[src/rtl/rgbt_pkg.sv]
package rgbt_pkg;

    typedef enum logic {
        SYNC_HV      = 1'b0,
        SYNC_DE_ONLY = 1'b1
    } sync_mode_e;

endpackage

[src/rtl/rgbt_axis_ctr.sv]
module rgbt_axis_ctr #(
    parameter int W = 12
) (
    input  logic         clk,
    input  logic         rst_n,
    input  logic         run,
    input  logic         step,
    input  logic [W-1:0] len_sync,
    input  logic [W-1:0] len_back,
    input  logic [W-1:0] len_act,
    input  logic [W-1:0] len_front,
    output logic [W-1:0] cnt,
    output logic         in_sync,
    output logic         in_act,
    output logic         last,
    output logic [W-1:0] act_pos
);
    localparam int SW = W + 2;

    typedef struct packed {
        logic [W-1:0] cnt;
    } ctr_t;

    ctr_t           st_d, st_q;
    logic [SW-1:0]  act_start, act_end, total, cnt_w;

    // interval decode
    always_comb begin
        act_start = SW'(len_sync) + SW'(len_back);
        act_end   = act_start + SW'(len_act);
        total     = act_end + SW'(len_front);
        cnt_w     = SW'(st_q.cnt);
        last      = (cnt_w == total - SW'(1));
        in_sync   = (cnt_w < SW'(len_sync));
        in_act    = (cnt_w >= act_start) && (cnt_w < act_end);
        act_pos   = in_act ? W'(cnt_w - act_start) : '0;
    end

    // next state
    always_comb begin
        st_d = st_q;
        if (!run) begin
            st_d.cnt = '0;
        end else if (step) begin
            st_d.cnt = last ? '0 : st_q.cnt + W'(1);
        end
    end

    always_ff @(posedge clk or negedge rst_n) begin
        if (!rst_n) begin
            st_q <= '0;
        end else begin
            st_q <= st_d;
        end
    end

    assign cnt = st_q.cnt;

    p_cnt_in_range_r2 : assert property (@(posedge clk) disable iff (!rst_n)
        (run && total != '0) |-> (cnt_w < total));

endmodule

[src/rtl/rgbt_cfg_shadow.sv]
module rgbt_cfg_shadow
    import rgbt_pkg::*;
#(
    parameter int HW = 12,
    parameter int VW = 11
) (
    input  logic          clk,
    input  logic          rst_n,
    input  logic          load,
    input  logic          live_de_only,
    input  logic          live_hpol,
    input  logic          live_vpol,
    input  logic [HW-1:0] live_h_sync,
    input  logic [HW-1:0] live_h_back,
    input  logic [HW-1:0] live_h_act,
    input  logic [HW-1:0] live_h_front,
    input  logic [VW-1:0] live_v_sync,
    input  logic [VW-1:0] live_v_back,
    input  logic [VW-1:0] live_v_act,
    input  logic [VW-1:0] live_v_front,
    output sync_mode_e    sh_mode,
    output logic          sh_hpol,
    output logic          sh_vpol,
    output logic [HW-1:0] sh_h_sync,
    output logic [HW-1:0] sh_h_back,
    output logic [HW-1:0] sh_h_act,
    output logic [HW-1:0] sh_h_front,
    output logic [VW-1:0] sh_v_sync,
    output logic [VW-1:0] sh_v_back,
    output logic [VW-1:0] sh_v_act,
    output logic [VW-1:0] sh_v_front
);
    typedef struct packed {
        sync_mode_e    mode;
        logic          hpol;
        logic          vpol;
        logic [HW-1:0] h_sync;
        logic [HW-1:0] h_back;
        logic [HW-1:0] h_act;
        logic [HW-1:0] h_front;
        logic [VW-1:0] v_sync;
        logic [VW-1:0] v_back;
        logic [VW-1:0] v_act;
        logic [VW-1:0] v_front;
    } shadow_t;

    shadow_t st_d, st_q;

    always_comb begin
        st_d = st_q;
        if (load) begin
            st_d.mode    = live_de_only ? SYNC_DE_ONLY : SYNC_HV;
            st_d.hpol    = live_hpol;
            st_d.vpol    = live_vpol;
            st_d.h_sync  = live_h_sync;
            st_d.h_back  = live_h_back;
            st_d.h_act   = live_h_act;
            st_d.h_front = live_h_front;
            st_d.v_sync  = live_v_sync;
            st_d.v_back  = live_v_back;
            st_d.v_act   = live_v_act;
            st_d.v_front = live_v_front;
        end
    end

    always_ff @(posedge clk or negedge rst_n) begin
        if (!rst_n) begin
            st_q      <= '0;
            st_q.mode <= SYNC_HV;
            st_q.hpol <= 1'b1;
            st_q.vpol <= 1'b1;
        end else begin
            st_q <= st_d;
        end
    end

    assign sh_mode    = st_q.mode;
    assign sh_hpol    = st_q.hpol;
    assign sh_vpol    = st_q.vpol;
    assign sh_h_sync  = st_q.h_sync;
    assign sh_h_back  = st_q.h_back;
    assign sh_h_act   = st_q.h_act;
    assign sh_h_front = st_q.h_front;
    assign sh_v_sync  = st_q.v_sync;
    assign sh_v_back  = st_q.v_back;
    assign sh_v_act   = st_q.v_act;
    assign sh_v_front = st_q.v_front;

endmodule

[src/rtl/rgbt_out_stage.sv]
module rgbt_out_stage #(
    parameter int DW = 24,
    parameter int HW = 12,
    parameter int VW = 11
) (
    input  logic          clk,
    input  logic          rst_n,
    input  logic          run,
    input  logic          de_only,
    input  logic          hpol,
    input  logic          vpol,
    input  logic          h_in_sync,
    input  logic          v_in_sync,
    input  logic          act,
    input  logic [HW-1:0] x_in,
    input  logic [VW-1:0] y_in,
    input  logic          sof_in,
    input  logic [DW-1:0] pix,
    output logic [DW-1:0] rgb,
    output logic          de,
    output logic          hsync,
    output logic          vsync,
    output logic [HW-1:0] x,
    output logic [VW-1:0] y,
    output logic          sof
);
    typedef struct packed {
        logic [DW-1:0] rgb;
        logic          de;
        logic          hs;
        logic          vs;
        logic [HW-1:0] x;
        logic [VW-1:0] y;
        logic          sof;
    } out_t;

    out_t st_d, st_q;

    always_comb begin
        st_d = '0;
        if (run) begin
            st_d.de  = act;
            st_d.rgb = act ? pix : '0;
            st_d.x   = act ? x_in : '0;
            st_d.y   = act ? y_in : '0;
            st_d.sof = sof_in;
            if (de_only) begin
                st_d.hs = ~hpol;
                st_d.vs = ~vpol;
            end else begin
                st_d.hs = h_in_sync ? hpol : ~hpol;
                st_d.vs = v_in_sync ? vpol : ~vpol;
            end
        end
    end

    always_ff @(posedge clk or negedge rst_n) begin
        if (!rst_n) begin
            st_q <= '0;
        end else begin
            st_q <= st_d;
        end
    end

    assign rgb   = st_q.rgb;
    assign de    = st_q.de;
    assign hsync = st_q.hs;
    assign vsync = st_q.vs;
    assign x     = st_q.x;
    assign y     = st_q.y;
    assign sof   = st_q.sof;

endmodule

[src/rtl/rgbt_timing_gen.sv]
module rgbt_timing_gen
    import rgbt_pkg::*;
#(
    parameter int DATA_W = 24,
    parameter int H_W    = 12,
    parameter int V_W    = 11
) (
    input  logic              clk,
    input  logic              rst_n,
    input  logic              mode_de_only,
    input  logic              hsync_pol,
    input  logic              vsync_pol,
    input  logic [H_W-1:0]    h_sync_len,
    input  logic [H_W-1:0]    h_back_len,
    input  logic [H_W-1:0]    h_act_len,
    input  logic [H_W-1:0]    h_front_len,
    input  logic [V_W-1:0]    v_sync_len,
    input  logic [V_W-1:0]    v_back_len,
    input  logic [V_W-1:0]    v_act_len,
    input  logic [V_W-1:0]    v_front_len,
    input  logic [DATA_W-1:0] pix_in,
    output logic              pix_req,
    output logic [DATA_W-1:0] rgb_out,
    output logic              de_out,
    output logic              hsync_out,
    output logic              vsync_out,
    output logic [H_W-1:0]    x_out,
    output logic [V_W-1:0]    y_out,
    output logic              sof_out
);
    typedef struct packed {
        logic run;
    } top_t;

    top_t st_d, st_q;

    sync_mode_e     sh_mode;
    logic           sh_hpol, sh_vpol;
    logic [H_W-1:0] sh_h_sync, sh_h_back, sh_h_act, sh_h_front;
    logic [V_W-1:0] sh_v_sync, sh_v_back, sh_v_act, sh_v_front;

    logic [H_W-1:0] h_cnt, h_pos;
    logic [V_W-1:0] v_cnt, v_pos;
    logic           h_sync_w, h_act_w, h_last;
    logic           v_sync_w, v_act_w, v_last;
    logic           frame_wrap, load_cfg, act_now, sof_now;

    always_comb begin
        st_d     = st_q;
        st_d.run = 1'b1;
    end

    always_ff @(posedge clk or negedge rst_n) begin
        if (!rst_n) begin
            st_q <= '0;
        end else begin
            st_q <= st_d;
        end
    end

    always_comb begin
        frame_wrap = st_q.run && h_last && v_last;
        load_cfg   = !st_q.run || frame_wrap;
        act_now    = st_q.run && h_act_w && v_act_w;
        sof_now    = st_q.run && (h_cnt == '0) && (v_cnt == '0);
    end

    assign pix_req = act_now;

    rgbt_cfg_shadow #(.HW(H_W), .VW(V_W)) cfg_i (
        .clk          (clk),
        .rst_n        (rst_n),
        .load         (load_cfg),
        .live_de_only (mode_de_only),
        .live_hpol    (hsync_pol),
        .live_vpol    (vsync_pol),
        .live_h_sync  (h_sync_len),
        .live_h_back  (h_back_len),
        .live_h_act   (h_act_len),
        .live_h_front (h_front_len),
        .live_v_sync  (v_sync_len),
        .live_v_back  (v_back_len),
        .live_v_act   (v_act_len),
        .live_v_front (v_front_len),
        .sh_mode      (sh_mode),
        .sh_hpol      (sh_hpol),
        .sh_vpol      (sh_vpol),
        .sh_h_sync    (sh_h_sync),
        .sh_h_back    (sh_h_back),
        .sh_h_act     (sh_h_act),
        .sh_h_front   (sh_h_front),
        .sh_v_sync    (sh_v_sync),
        .sh_v_back    (sh_v_back),
        .sh_v_act     (sh_v_act),
        .sh_v_front   (sh_v_front)
    );

    rgbt_axis_ctr #(.W(H_W)) hctr_i (
        .clk       (clk),
        .rst_n     (rst_n),
        .run       (st_q.run),
        .step      (1'b1),
        .len_sync  (sh_h_sync),
        .len_back  (sh_h_back),
        .len_act   (sh_h_act),
        .len_front (sh_h_front),
        .cnt       (h_cnt),
        .in_sync   (h_sync_w),
        .in_act    (h_act_w),
        .last      (h_last),
        .act_pos   (h_pos)
    );

    rgbt_axis_ctr #(.W(V_W)) vctr_i (
        .clk       (clk),
        .rst_n     (rst_n),
        .run       (st_q.run),
        .step      (h_last),
        .len_sync  (sh_v_sync),
        .len_back  (sh_v_back),
        .len_act   (sh_v_act),
        .len_front (sh_v_front),
        .cnt       (v_cnt),
        .in_sync   (v_sync_w),
        .in_act    (v_act_w),
        .last      (v_last),
        .act_pos   (v_pos)
    );

    rgbt_out_stage #(.DW(DATA_W), .HW(H_W), .VW(V_W)) out_i (
        .clk       (clk),
        .rst_n     (rst_n),
        .run       (st_q.run),
        .de_only   (sh_mode == SYNC_DE_ONLY),
        .hpol      (sh_hpol),
        .vpol      (sh_vpol),
        .h_in_sync (h_sync_w),
        .v_in_sync (v_sync_w),
        .act       (act_now),
        .x_in      (h_pos),
        .y_in      (v_pos),
        .sof_in    (sof_now),
        .pix       (pix_in),
        .rgb       (rgb_out),
        .de        (de_out),
        .hsync     (hsync_out),
        .vsync     (vsync_out),
        .x         (x_out),
        .y         (y_out),
        .sof       (sof_out)
    );

    // a request is followed by enable on the next clock
    p_req_leads_de_r6 : assert property (@(posedge clk) disable iff (!rst_n)
        pix_req |=> de_out);

    // no enable without a request one clock earlier
    p_no_req_no_de_r5 : assert property (@(posedge clk) disable iff (!rst_n)
        !pix_req |=> !de_out);

    p_de_only_sync_idle_r4 : assert property (@(posedge clk) disable iff (!rst_n)
        (st_q.run && sh_mode == SYNC_DE_ONLY) |=>
            (hsync_out == !$past(sh_hpol)) && (vsync_out == !$past(sh_vpol)));

    p_sof_at_origin_r8 : assert property (@(posedge clk) disable iff (!rst_n)
        (st_q.run && sof_now) |=> sof_out && !de_out);

    p_cfg_hold_midframe_r9 : assert property (@(posedge clk) disable iff (!rst_n)
        (st_q.run && !frame_wrap) |=>
            $stable(sh_mode) && $stable(sh_hpol) && $stable(sh_h_act) && $stable(sh_v_act));

endmodule

[config.mk]
export PLATFORM = sky130hd
export DESIGN_NAME = rgbt_timing_gen
export DESIGN_NICKNAME = d
export VERILOG_FILES = /design/src/rtl/rgbt_pkg.sv /design/src/rtl/rgbt_axis_ctr.sv /design/src/rtl/rgbt_cfg_shadow.sv /design/src/rtl/rgbt_out_stage.sv /design/src/rtl/rgbt_timing_gen.sv
export SDC_FILE = /design/constraint.sdc
export NUM_CORES = 1
export LEC_CHECK = 0
export BUFFER_PORTS_ARGS = -buffer_cell sky130_fd_sc_hd__buf_2
export CORE_MARGIN = 2
export CORE_UTILIZATION = 53
export DETAILED_ROUTE_END_ITERATION = 10
export PLACE_DENSITY = 0.75
export SKIP_CTS_REPAIR_TIMING = 1
export SLEW_MARGIN = 10
export SYNTH_ARGS = -nofsm -noshare
export SYNTH_HDL_FRONTEND = slang
export SYNTH_SLANG_ARGS = --single-unit
[constraint.sdc]
create_clock -name clk -period 7.5 [get_ports clk]
set_input_delay 0.75 -clock clk [delete_from_list [all_inputs] [get_ports clk]]
set_output_delay 0.75 -clock clk [all_outputs]
set_load 0.005 [all_outputs]
; Word-level counts from Yosys, hierarchy flattened
; Index checks and enable logic that the tools add are counted.
[totals]
regBits = 170
output_inout_bits = 52
elab_cells = 71
[op_classes]
n_addsub = 12
n_reduce_logical = 12
mux = 15
n_lt_le_gt_ge = 6
eq_ne = 3
bitwise = 2
[ops]
columns = op, n
row1 = 2-to-1 mux 11 bit, 5
row2 = 2-to-1 mux 51 bit, 1
row3 = 2-to-1 mux 12 bit, 4
row4 = 2-to-1 mux 24 bit, 1
row5 = adder 13 x 12 -> 14 bit, 1
row6 = adder 14 x 12 -> 14 bit, 1
row7 = equality test 12 x 14 -> 1 bit, 1
row8 = less-than comparator 12 x 14 -> 1 bit, 1
row9 = "subtractor 14 x 1 -> 14 bit, second input constant", 1
row10 = adder 12 x 11 -> 13 bit, 1
row11 = adder 12 x 12 -> 13 bit, 1
row12 = adder 13 x 11 -> 13 bit, 1
row13 = equality test 11 x 13 -> 1 bit, 1
row14 = >= comparator 12 x 13 -> 1 bit, 1
row15 = less-than comparator 11 x 13 -> 1 bit, 1
row16 = "subtractor 13 x 1 -> 13 bit, second input constant", 1
row17 = adder 11 x 11 -> 12 bit, 1
row18 = "adder 12 x 1 -> 12 bit, second input constant", 1
row19 = >= comparator 11 x 12 -> 1 bit, 1
row20 = logical NOT 12 bit, 1
row21 = less-than comparator 12 bit, 1
row22 = subtractor 12 bit, 1
row23 = "adder 11 x 1 -> 11 bit, second input constant", 1
row24 = logical NOT 11 bit, 1
row25 = 9 further kinds, 19

; Logic depth before layout (Yosys ltp)
; Gate-level depths: netlist of run 1.
[logic_depth]
depth_word = 8
mapped_depth = 30
ltp_nobuf = 28

; By module
; A second synthesis of run 1 with hierarchy kept.
[unflattened]
hier_cells = 1281
area_unflattened_um2 = 12762.2
[modules_own_cells]
columns = mod, cells_each, instances, area_per_inst_um2
row1 = rgbt_axis_ctr at hctr_i, 496, 1, 3761.1
row2 = rgbt_cfg_shadow, 201, 1, 3739.8
row3 = rgbt_axis_ctr at vctr_i, 452, 1, 3465.8
row4 = rgbt_out_stage, 118, 1, 1692.9
row5 = rgbt_timing_gen, 14, 1, 102.6

; Worst setup path after synthesis of run 1
; OpenSTA, ideal clock, no wires.
[synth_path]
path_kind = register to register
from = register cfg_i.st_q, in the netlist cfg_i.sh_v_sync[0]
to = register cfg_i.st_q, in the netlist cfg_i.sh_h_act[10]
setup_ps = 127
t_required_ps = 7373
path_stages_with_launch = 30
arrival_ps = 5981
n_path_buf = 3
path_slack_ps = 1392
period_less_slack_ps = 6108
path_cell_list = dfrtp_1 -> ha_1 -> inv_1 -> fa_1 -> nor2b_1 -> o21ai_0 -> a21boi_0 -> o21ai_0 -> a21oi_1 -> o21ai_0 -> mux2_2 -> or2_2 -> ha_1 -> nand3_1 -> o211ai_1 -> a211o_1 -> ha_1 -> inv_1 -> ha_1 -> clkbuf_1 -> nor2_1 -> o311a_1 -> a21oi_1 -> nand4b_1 -> or4_1 -> or4_1 -> o31ai_4 -> buf_4 -> buf_6 -> mux2_1
[synth_between]
elab_chain_cells = 7
[synth_rtl]
columns = item, line
row1 = from (decl), rgbt_cfg_shadow.sv:47  ; shadow_t st_d, st_q;
row2 = from (signal assigned), rgbt_cfg_shadow.sv:73  ; st_q <= st_d;
row3 = adder 11 x 11 -> 12 bit, rgbt_axis_ctr.sv:29  ; act_start = SW'(len_sync) + SW'(len_back);
row4 = adder 12 x 11 -> 13 bit, rgbt_axis_ctr.sv:30  ; act_end = act_start + SW'(len_act);
row5 = adder 13 x 11 -> 13 bit, rgbt_axis_ctr.sv:31  ; total = act_end + SW'(len_front);
row6 = subtractor 13 x 1 -> 13 bit, rgbt_axis_ctr.sv:33  ; last = (cnt_w == total - SW'(1));
row7 = equality test 11 x 13 -> 1 bit, rgbt_axis_ctr.sv:33
row8 = logical AND 1 bit, rgbt_timing_gen.sv:62  ; frame_wrap = st_q.run && h_last && v_last;
row9 = logical OR 1 bit, rgbt_timing_gen.sv:63  ; load_cfg = !st_q.run || frame_wrap;
; No other way between the ends.
; A chain may end at the register's enable or synchronous reset.

; Worst setup path in the final report of run 1
[layout_path]
from = register cfg_i.st_q, in the netlist cfg_i.sh_v_sync[0]
to = register cfg_i.st_q, in the netlist cfg_i.sh_h_sync[8]
; Same word-level chain as after synthesis.

==> flow_summary_export.csv, run 1 <==
group,metric,value,unit
floorplan,core_area,23260,sq um
worst_setup_path,critical-path-top-delay-family,"compound AO/OA/AOI/OAI gates",
worst_setup_path,timing.rr.start,"cfg_i.sh_v_sync[0]",
worst_setup_path,arrival,7280,ps
power,powerDensity,380.2,nW/um^2
worst_setup_path,cp_slowest_cell,"or4_1",
finish,final_area,14160,sq um
worst_setup_path,reg2reg_depth,27,
min_path,hold_path_class,"input pin to async pin",
timing,finalSetupViolations,0,
timing,max_freq,143.7,MHz
finish,layout-drive-gt1-share,0.1844,
cts,htreeDepth,4,
job,maxCapViolations,0,
logic_synthesis,synth_cells,1277,
power,peakVddDrop,0.0002665,V
placement,pre_cts_slack,690.9,ps
logic_synthesis,ys_ff_latch,170,
logic_synthesis,ys.warnings.count,0,
route,drcViolationCount,0,
floorplan,rows,56,
route,dr.pass1.iters,5,
floorplan,io-pin-count,173,
floorplan,die_y,157.2,um
floorplan,start_util,0.5348,
timing,hold_violations,0,
worst_setup_path,path_class,"register to register",
finish,final_cell_mix,"171 x buf_2, 168 x dfrtp_1, 161 x ha_1",
finish,final_util,0.6089,
finish,finalNonFillerCells,1767,
power,finalPower,5.385,mW
worst_setup_path,critPathLaunch,"cfg_i.sh_v_sync[0]",
worst_setup_path,reg2reg_slack,540,ps
route,ant_nets,0,
timing,fin_crit,6960,ps
logic_synthesis,syn_area,12440,sq um
worst_setup_path,cpMostUsedCell,"ha_1",
run_status,outcome,"completed",
logic_synthesis,synth.area.top_cells,"dfrtp_1 34%, ha_1 16%, mux2_1 4.5%, mux2_2 4.3%, inv_1 4.3%",
cts,path_clk_slew,70,ps
worst_setup_path,setup.worst_path.end,"cfg_i.sh_h_sync[8]",
timing,rsz0062_at_grt,"false",
route,wire_per_inst,17.85,um
cts,clk_path_buf_depth,2,
logic_synthesis,synth.distinct_cells,65,
route,drt_wl_total,31540,um
cts,cts.sinks,170,
logic_synthesis,yosysSeqAreaShare,0.3422,
finish,n_antenna_cell,0,
power,power_leakage,7.096,nW
timing,layout_setup_ws,540.5,ps
worst_setup_path,critPathBufInv,4,
timing,period_share,0.9279,
placement,dpl_cell_area,13590,sq um
worst_setup_path,slowest_delay,500,ps
timing,worst_pin_slew,1029,ps
cts,clock-root-buffer,"clkbuf_16",
grt,track_usage,0.2632,
logic_synthesis,yosysTopAreaCellShare,0.3379,
finish,nets,1725,
timing,maxSlewViolCount,0,
floorplan,die_width,157.2,um
cts,cts_buffers,17,
logic_synthesis,yosysTopAreaCell,"dfrtp_1",
logic_synthesis,synth.avg_cell_area,9.742,sq um
worst_setup_path,cp-start-kind,"register",
finish,mostFrequentLayoutCell,"buf_2",
floorplan,die_area,24720,sq um
placement,hpwl,23830,um
placement,globalplace.congestion,0.9315,
grt,antenna_found_initial,0,
timing,setup_tns,0,ps
logic_synthesis,syn-num-nets,1567,
grt,grt_max_degree,90,
grt,grt_pass1_wl,51070,um
worst_setup_path,required,7820,ps
placement,dp_cells,1735,
timing,final.hold.worst_slack,380.1,ps
grt,grt_pass1_vias,10070,
worst_setup_path,endpoint_kind,"register",
logic_synthesis,synthArstFlopShare,1.000,
cts,cts_tree,"yes",
placement,port_buffers,172,
route,drt_iter0_drc,669,
logic_synthesis,ys.flop_type,"dfrtp_1",
finish,syn2layout_area_growth,13.85,%
logic_synthesis,synth-edff-count,0,
worst_setup_path,cp_max_fo,52,
worst_setup_path,r2r-end,"cfg_i.sh_h_sync[8]",
worst_setup_path,crit_cells,27,
timing,slew_headroom,0.3143,
cts,insertion_delay,440,ps
timing,fin_skew,15.27,ps
route,vias,10160,
grt,grt-ovfl-total,0,
route,drt-vias-per-instance,5.748,
layer usage:
| metal | wire, um | GRT usage | vias to the layer above |
|---|---|---|---|
| li1 | - | - | 4851 |
| met1 | 13970 | 0.3523 | 4876 |
| met2 | 14440 | 0.4217 | 359 |
| met3 | 2147 | 0.05809 | 70 |
| met4 | 975 | 0.09307 | 0 |
| met5 | 0 | 0 | - |
sequential cells by signal, indices dropped and copies added, names as in the netlist, 11 cells and up:
name,cells
cfg_i.sh_v_front,11
cfg_i.sh_h_act,12
cfg_i.sh_h_sync,12
out_i.y,11
cfg_i.sh_v_back,11
cfg_i.sh_v_act,11
cfg_i.sh_h_front,12
out_i.x,12
vctr_i.cnt,11
out_i.rgb,24
cfg_i.sh_h_back,12
hctr_i.cnt,12
cfg_i.sh_v_sync,11
power breakdown:
| part | leakage (nW) | switching (mW) | internal, mW |
|---|---|---|---|
| combinational | 4.67 | 2.03 | 1.47 |
| sequential | 2.15 | 0.0435 | 0.972 |
| clock | 0.278 | 0.417 | 0.448 |
| total | 7.10 | 2.50 | 2.89 |
worst register-to-register path, delay by kind of cell, from the launching register on:
family	cells	cell delay [ps]
AOI/OAI and AO/OA	9	1960
and+or+nand+nor	7	1810
buffers and inverters	4	480
muxes	2	740
DFF	1	370
adders and majority gates	5	1490
kinds of logic (layout without fill, tap and decap cells):
group,Yosys count,after routing,synth area share
simple gates,330,330,0.1467
compound gates,238,238,0.1248
buf+inv,180,351,0.05803
flops,170,170,0.3422
fa+ha+maj,169,169,0.1748
mux,102,102,0.09192
xor+xnor,87,87,0.06125
other cells,1,1,0.0003014
worst min-delay path by stage:
stage | endpoint | slack [ps]
finish | cfg_i.sh_h_back[4] | 380
global route | cfg_i.sh_h_back[4] | 440
CTS | out_i.x[3] | 410
detailed placement | cfg_i.sh_h_front[2] | 480
global placement | cfg_i.sh_h_front[10] | 470
floorplan | cfg_i.sh_h_act[0] | 450
synth_stat cells, drive strengths merged (5+ instances only):
library cell and n:
a211oi 8, a21boi 7, a21o 29, a21oi 62
a31oi 12, and3 17, buf 11, clkbuf 27
dfrtp 168, fa 8, ha 161, inv 142
mux2 98, nand2 52, nand2b 23, nand3 31
nand3b 7, nand4 12, nand4b 9, nor2 51
nor2b 20, nor3 36, nor3b 28, nor4 18
nor4b 5, o211ai 15, o21a 13, o21ai 51
o21bai 5, or4 6, xnor2 46, xor2 41
final cells by class:
| cell class | instances | area (sq um) |
|---|---|---|
| fillers | 2050 | 9099 |
| multi-input cells | 927 | 7475 |
| inverters | 142 | 533.0 |
| clock inverters | 14 | 131.4 |
| clock buffers | 18 | 439.2 |
| repair buffers | 177 | 929.6 |
| flip-flops and latches | 170 | 4257 |
| well taps | 319 | 399.1 |
Note: power is estimated with default switching activity, not from simulation.
==> run 2, diff against run 1 <==
CORE_ASPECT_RATIO = 1.4   (was not set)
REMOVE_ABC_BUFFERS = 1   (was not set)
==> run 2 against run 1 <==
Fmax fell by 3.6%. Register-to-register slack got worse by 260 ps. Setup slack got worse by 260 ps. First-iteration DRC count fell by 24%. Core utilization rose by 0.53 points. Non-clock buffer count rose by 3. Sequential share of layout area fell by 0.077 points. Critical path type unchanged. Highest routed layer unchanged.
==> flow_summary_export.csv, run 2 (same netlist as run 1, synthesis figures left out) <==
group,metric,value,unit
run_status,outcome,"completed",
route,ant_nets,0,
cts,path_clk_slew,70,ps
worst_setup_path,critPathBufInv,4,
route,drt_wl_total,31080,um
worst_setup_path,critPathLaunch,"cfg_i.sh_v_sync[0]",
cts,cts.sinks,170,
timing,rsz0062_at_grt,"false",
cts,clk_path_buf_depth,2,
worst_setup_path,timing.rr.start,"cfg_i.sh_v_sync[0]",
power,peakVddDrop,0.0002671,V
timing,maxSlewViolCount,0,
placement,globalplace.congestion,0.9183,
route,drt-vias-per-instance,5.732,
cts,cts_buffers,17,
cts,cts_tree,"yes",
worst_setup_path,cp_slowest_cell,"or4_1",
placement,pre_cts_slack,22.04,ps
placement,dp_cells,1724,
worst_setup_path,reg2reg_slack,280,ps
timing,fin_crit,7220,ps
finish,finalNonFillerCells,1756,
finish,n_antenna_cell,0,
finish,final_area,14200,sq um
grt,antenna_found_initial,0,
finish,syn2layout_area_growth,14.14,%
placement,hpwl,24220,um
finish,largest_reg_flops,24,
placement,port_buffers,172,
floorplan,rows,66,
finish,final.fill_count,2029,
floorplan,die_y,185.3,um
worst_setup_path,cp_max_fo,34,
cts,clock-root-buffer,"clkbuf_16",
route,drcViolationCount,0,
worst_setup_path,required,7830,ps
finish,seqCellArea,4257,sq um
timing,slew_headroom,0.3772,
floorplan,die_width,133.5,um
timing,finalSetupViolations,0,
finish,layout-drive-gt1-share,0.1862,
timing,worst_pin_slew,934.3,ps
route,dr.pass1.iters,7,
finish,nets,1728,
job,maxCapViolations,0,
timing,period_share,0.9627,
cts,insertion_delay,450,ps
floorplan,io-pin-count,173,
worst_setup_path,arrival,7550,ps
grt,grt_pass1_wl,50450,um
timing,fin_skew,12.76,ps
worst_setup_path,cpMostUsedCell,"ha_1",
floorplan,core_area,23120,sq um
finish,mostFrequentLayoutCell,"buf_2",
timing,layout_setup_ws,280.1,ps
finish,final_cell_mix,"171 x buf_2, 168 x dfrtp_1, 161 x ha_1",
grt,grt_max_degree,105,
placement,dpl_cell_area,13580,sq um
route,vias,10070,
timing,hold_violations,0,
power,power_leakage,7.117,nW
finish,multi_input_area,7483,sq um
grt,track_usage,0.2595,
min_path,hold_path_class,"input pin to async pin",
worst_setup_path,cp-start-kind,"register",
timing,max_freq,138.5,MHz
floorplan,start_util,0.5380,
worst_setup_path,path_class,"register to register",
grt,grt_pass1_vias,10290,
grt,grt-ovfl-total,0,
worst_setup_path,slowest_delay,490,ps
route,wire_per_inst,17.70,um
cts,htreeDepth,4,
worst_setup_path,endpoint_kind,"register",
route,drt_iter0_drc,507,
power,powerDensity,382.7,nW/um^2
worst_setup_path,critical-path-top-delay-family,"compound AO/OA/AOI/OAI gates",
floorplan,die_area,24730,sq um
-- run 2: cell count changes in the layout (fill, tap and decap cells not counted), moves of 2 or more --
cell | before | now
buf_12 | 2 | 0
inv_6 | 7 | 4
bufinv_16 | 0 | 2
buf_4 | 3 | 5
clkinvlp_4 | 1 | 3
clkinv_4 | 4 | 2
-- run 2: worst paths after layout --
path,to,depth (start not counted)
setup / recovery,cfg_i.sh_v_front[6],27
hold / removal,cfg_i.sh_h_act[0],1
setup reg to reg,cfg_i.sh_v_front[6],27
hold reg to reg,cfg_i.sh_h_front[1],1
max in group asynchronous,cfg_i.sh_h_front[11],2
min in group clk,cfg_i.sh_h_front[1],1
-- run 2: stage by stage --
step | hold slack [ps] | power, mW | setup TNS (ps) | util
after detailed placement | 479.1 | 4.469 | 0 | 0.5872
after CTS | 456.1 | 5.402 | -34.15 | 0.6127
after global routing | 510.7 | 5.897 | 0 | 0.6141
final | 429.3 | 5.434 | 0 | 0.6141
after global placement | 470.8 | 4.420 | 0 | 0.5872
after floorplan | 454.4 | 3.690 | -47150 | -
-- run 2: per-layer routing --
metal  global-route usage  share of wire  wire (um)  vias to the layer above
li1                     -              -          -                     4854
met1               0.2797           0.38      11900                     4851
met2               0.4862           0.53      16480                      266
met3              0.03722          0.032       1010                       94
met4               0.1417          0.054       1693                        0
met5                    0              0          0                        -
-- run 2: cell type report --
cell class	count	area share
Clock inverter	14	0.01145
Inverter	142	0.03754
Sequential cell	170	0.2998
Timing Repair Buffer	180	0.06732
Clock buffer	17	0.02996
Tap cell	306	0.02696
Multi-Input combinational cell	927	0.5270
-- run 2: worst reg2reg max path: cells and delay by family (launching register included) --
kind / cells / cell delay [ps]
fa+ha+maj: 5 / 1460
compound gates: 9 / 2120
buf+inv: 4 / 520
flops: 1 / 370
simple gates: 7 / 1930
mux: 2 / 680
-- run 2: power by group --
part	internal, mW	leakage [nW]	switching (mW)
clock	0.497	0.281	0.404
combinational	1.48	4.69	2.04
sequential	0.973	2.15	0.0419
==> run 3, diff against run 2 <==
--- a/config.mk
+++ b/config.mk
@@ -7,7 +7,7 @@
 export LEC_CHECK = 0
 export BUFFER_PORTS_ARGS = -buffer_cell sky130_fd_sc_hd__buf_2
-export CORE_ASPECT_RATIO = 1.4
 export CORE_MARGIN = 2
 export CORE_UTILIZATION = 53
+export CTS_BUF_LIST = sky130_fd_sc_hd__clkbuf_4 sky130_fd_sc_hd__clkbuf_8
 export DETAILED_ROUTE_END_ITERATION = 10
 export PLACE_DENSITY = 0.75
==> constraint.sdc (replaced) <==
create_clock -name clk -period 7.5 [get_ports clk]
set_input_delay 0.75 -clock clk [delete_from_list [all_inputs] [get_ports clk]]
set_output_delay 0.75 -clock clk [all_outputs]
set_load 0.1 [all_outputs]
==> run 3 against run 2 <==
Die area about the same. Clock-buffer cell count unchanged. Setup slack better by 34 ps. Largest cell class unchanged. Combinational power about the same. Fmax up 0.48%. Clock skew up 5.9 ps. Power down 4.6%. Largest power group unchanged. First-iteration DRC count up 14%. Final cell count up 0.68%. Critical path depth down 3. Via count down 1.4%. Critical endpoint is now pix_req.
==> flow_summary_export.csv, run 3 (same netlist as run 1, synthesis figures left out) <==
group,metric,value,unit
run_status,outcome,"completed",
timing,maxSlewViolCount,0,
timing,max_freq,139.2,MHz
route,wire_per_inst,17.33,um
cts,path_clk_slew,90,ps
grt,antenna_found_initial,1,
power,finalPower,5.182,mW
route,dr.pass1.iters,5,
worst_setup_path,path_cells,"ha_1 -> inv_1 -> fa_1 -> nor2b_1 -> o21ai_1 -> a21boi_0 -> o21ai_0 -> a21oi_1 -> o21ai_0 -> mux2_2 -> or2_2 -> ha_1 -> nand3_1 -> o211ai_1 -> a211o_1 -> ha_1 -> nor2b_1 -> o21ai_0 -> o2111ai_1 -> a21oi_1 -> o311ai_1 -> a211o_1 -> nor2_1 -> clkbuf_4",
worst_setup_path,slowest_delay,410,ps
finish,multi_input_area,7473,sq um
worst_setup_path,timing.rr.start,"cfg_i.sh_v_sync[0]",
worst_setup_path,critical-path-top-delay-family,"compound AO/OA/AOI/OAI gates",
floorplan,die_y,157.2,um
worst_setup_path,cp_slowest_cell,"dfrtp_1",
worst_setup_path,critPathBufInv,2,
route,drt-vias-per-instance,5.615,
finish,syn2layout_area_growth,12.54,%
cts,clk_path_buf_depth,2,
finish,layout-drive-gt1-share,0.1837,
finish,seqCellArea,4257,sq um
timing,finalSetupViolations,0,
timing,worst_pin_slew,942.2,ps
floorplan,die_width,157.2,um
power,peakVddDrop,0.0002090,V
route,ant_nets,0,
job,maxCapViolations,0,
floorplan,io-pin-count,173,
grt,track_usage,0.2557,
timing,slew_headroom,0.3719,
floorplan,rows,56,
timing,period_share,0.9581,
worst_setup_path,r2r-end,"cfg_i.sh_h_sync[10]",
power,powerDensity,370.1,nW/um^2
finish,largest_reg_flops,24,
finish,nets,1726,
power,power_leakage,7.019,nW
placement,port_buffers,172,
worst_setup_path,required,6750,ps
floorplan,start_util,0.5348,
timing,fin_crit,7185,ps
cts,htreeDepth,4,
worst_setup_path,cp_max_fo,6,
route,drcViolationCount,0,
grt,grt_pass1_wl,49360,um
timing,fin_skew,18.71,ps
cts,cts_buffers,17,
placement,globalplace.congestion,0.9366,
grt,grt-ovfl-total,0,
floorplan,die_area,24720,sq um
route,vias,9927,
worst_setup_path,arrival,6440,ps
finish,final_cell_mix,"170 x buf_2, 168 x dfrtp_1, 161 x ha_1",
min_path,hold_path_class,"input pin to async pin",
grt,grt_pass1_vias,9993,
timing,setup_tns,0,ps
finish,final.fill_count,2056,
timing,hold_violations,0,
worst_setup_path,cp-start-kind,"register",
worst_setup_path,reg2reg_depth,27,
floorplan,core_area,23260,sq um
worst_setup_path,reg2reg_slack,430,ps
finish,mostFrequentLayoutCell,"buf_2",
cts,clock-root-buffer,"clkbuf_8",
route,drt_iter0_drc,579,
placement,dpl_cell_area,13600,sq um
placement,hpwl,23850,um
cts,cts_tree,"yes",
timing,rsz0062_at_grt,"false",
cts,insertion_delay,480,ps
finish,final_area,14000,sq um
grt,grt_max_degree,96,
route,drt_wl_total,30650,um
worst_setup_path,endpoint_kind,"primary output",
cts,cts.sinks,170,
worst_setup_path,path_class,"register to primary output",
==> run 3: changes by cell type in the layout (fill, tap and decap cells not counted), sizes merged <==
| cell | change |
|---|---|
| buf | -2 |
| clkinv | +2 |
| clkinvlp | -1 |
| diode | +1 |
| inv | -1 |
==> run 3: worst max-delay path by stage <==
stage	from	end	slack, ps	cells after the start
floorplan	cfg_i.sh_v_sync[0]	cfg_i.sh_h_act[0]	-530	26
global placement	cfg_i.sh_v_sync[0]	cfg_i.sh_h_back[0]	400	27
detailed placement	cfg_i.sh_v_sync[0]	cfg_i.sh_h_back[2]	350	27
CTS	cfg_i.sh_v_sync[0]	pix_req	50	24
global route	cfg_i.sh_v_sync[0]	pix_req	6	26
finish	cfg_i.sh_v_sync[0]	pix_req	310	24
==> run 3: layout make-up <==
class                           instances  share of cell area
Clock buffer                           17             0.01671
Tap cell                              319             0.02851
Clock inverter                         14             0.01162
Multi-Input combinational cell        927              0.5338
Timing Repair Buffer                  178             0.06711
Inverter                              142             0.03807
Antenna cell                            1           0.0001787
Sequential cell                       170              0.3040
==> run 3: power breakdown <==
group          total [mW]  switching [mW]  internal (mW)
Clock               0.675           0.373          0.303
Combinational        3.49            2.02           1.47
Sequential           1.01          0.0420          0.972
Total                5.18            2.44           2.74
==> run 3: routing by layer <==
layer / GRT usage / vias to the layer above / share of wire
met5: 0 / - / 0
met4: 0.08268 / 0 / 0.025
met3: 0.03387 / 50 / 0.033
met2: 0.4550 / 213 / 0.50
met1: 0.3212 / 4810 / 0.44
li1: - / 4854 / -
==> run 3: through the flow <==
stage,util,setup WS (ps),std cells,hold WS (ps)
2_1_floorplan,-,-534.7,1239,454.4
3_3_place_gp,0.5846,397.1,1736,469.6
3_5_place_dp,0.5846,354.7,1736,474.7
4_1_cts,0.6017,46.11,1767,386.4
5_1_grt,0.6019,6.495,1768,423.1
6_report,0.6019,314.5,1768,340.4
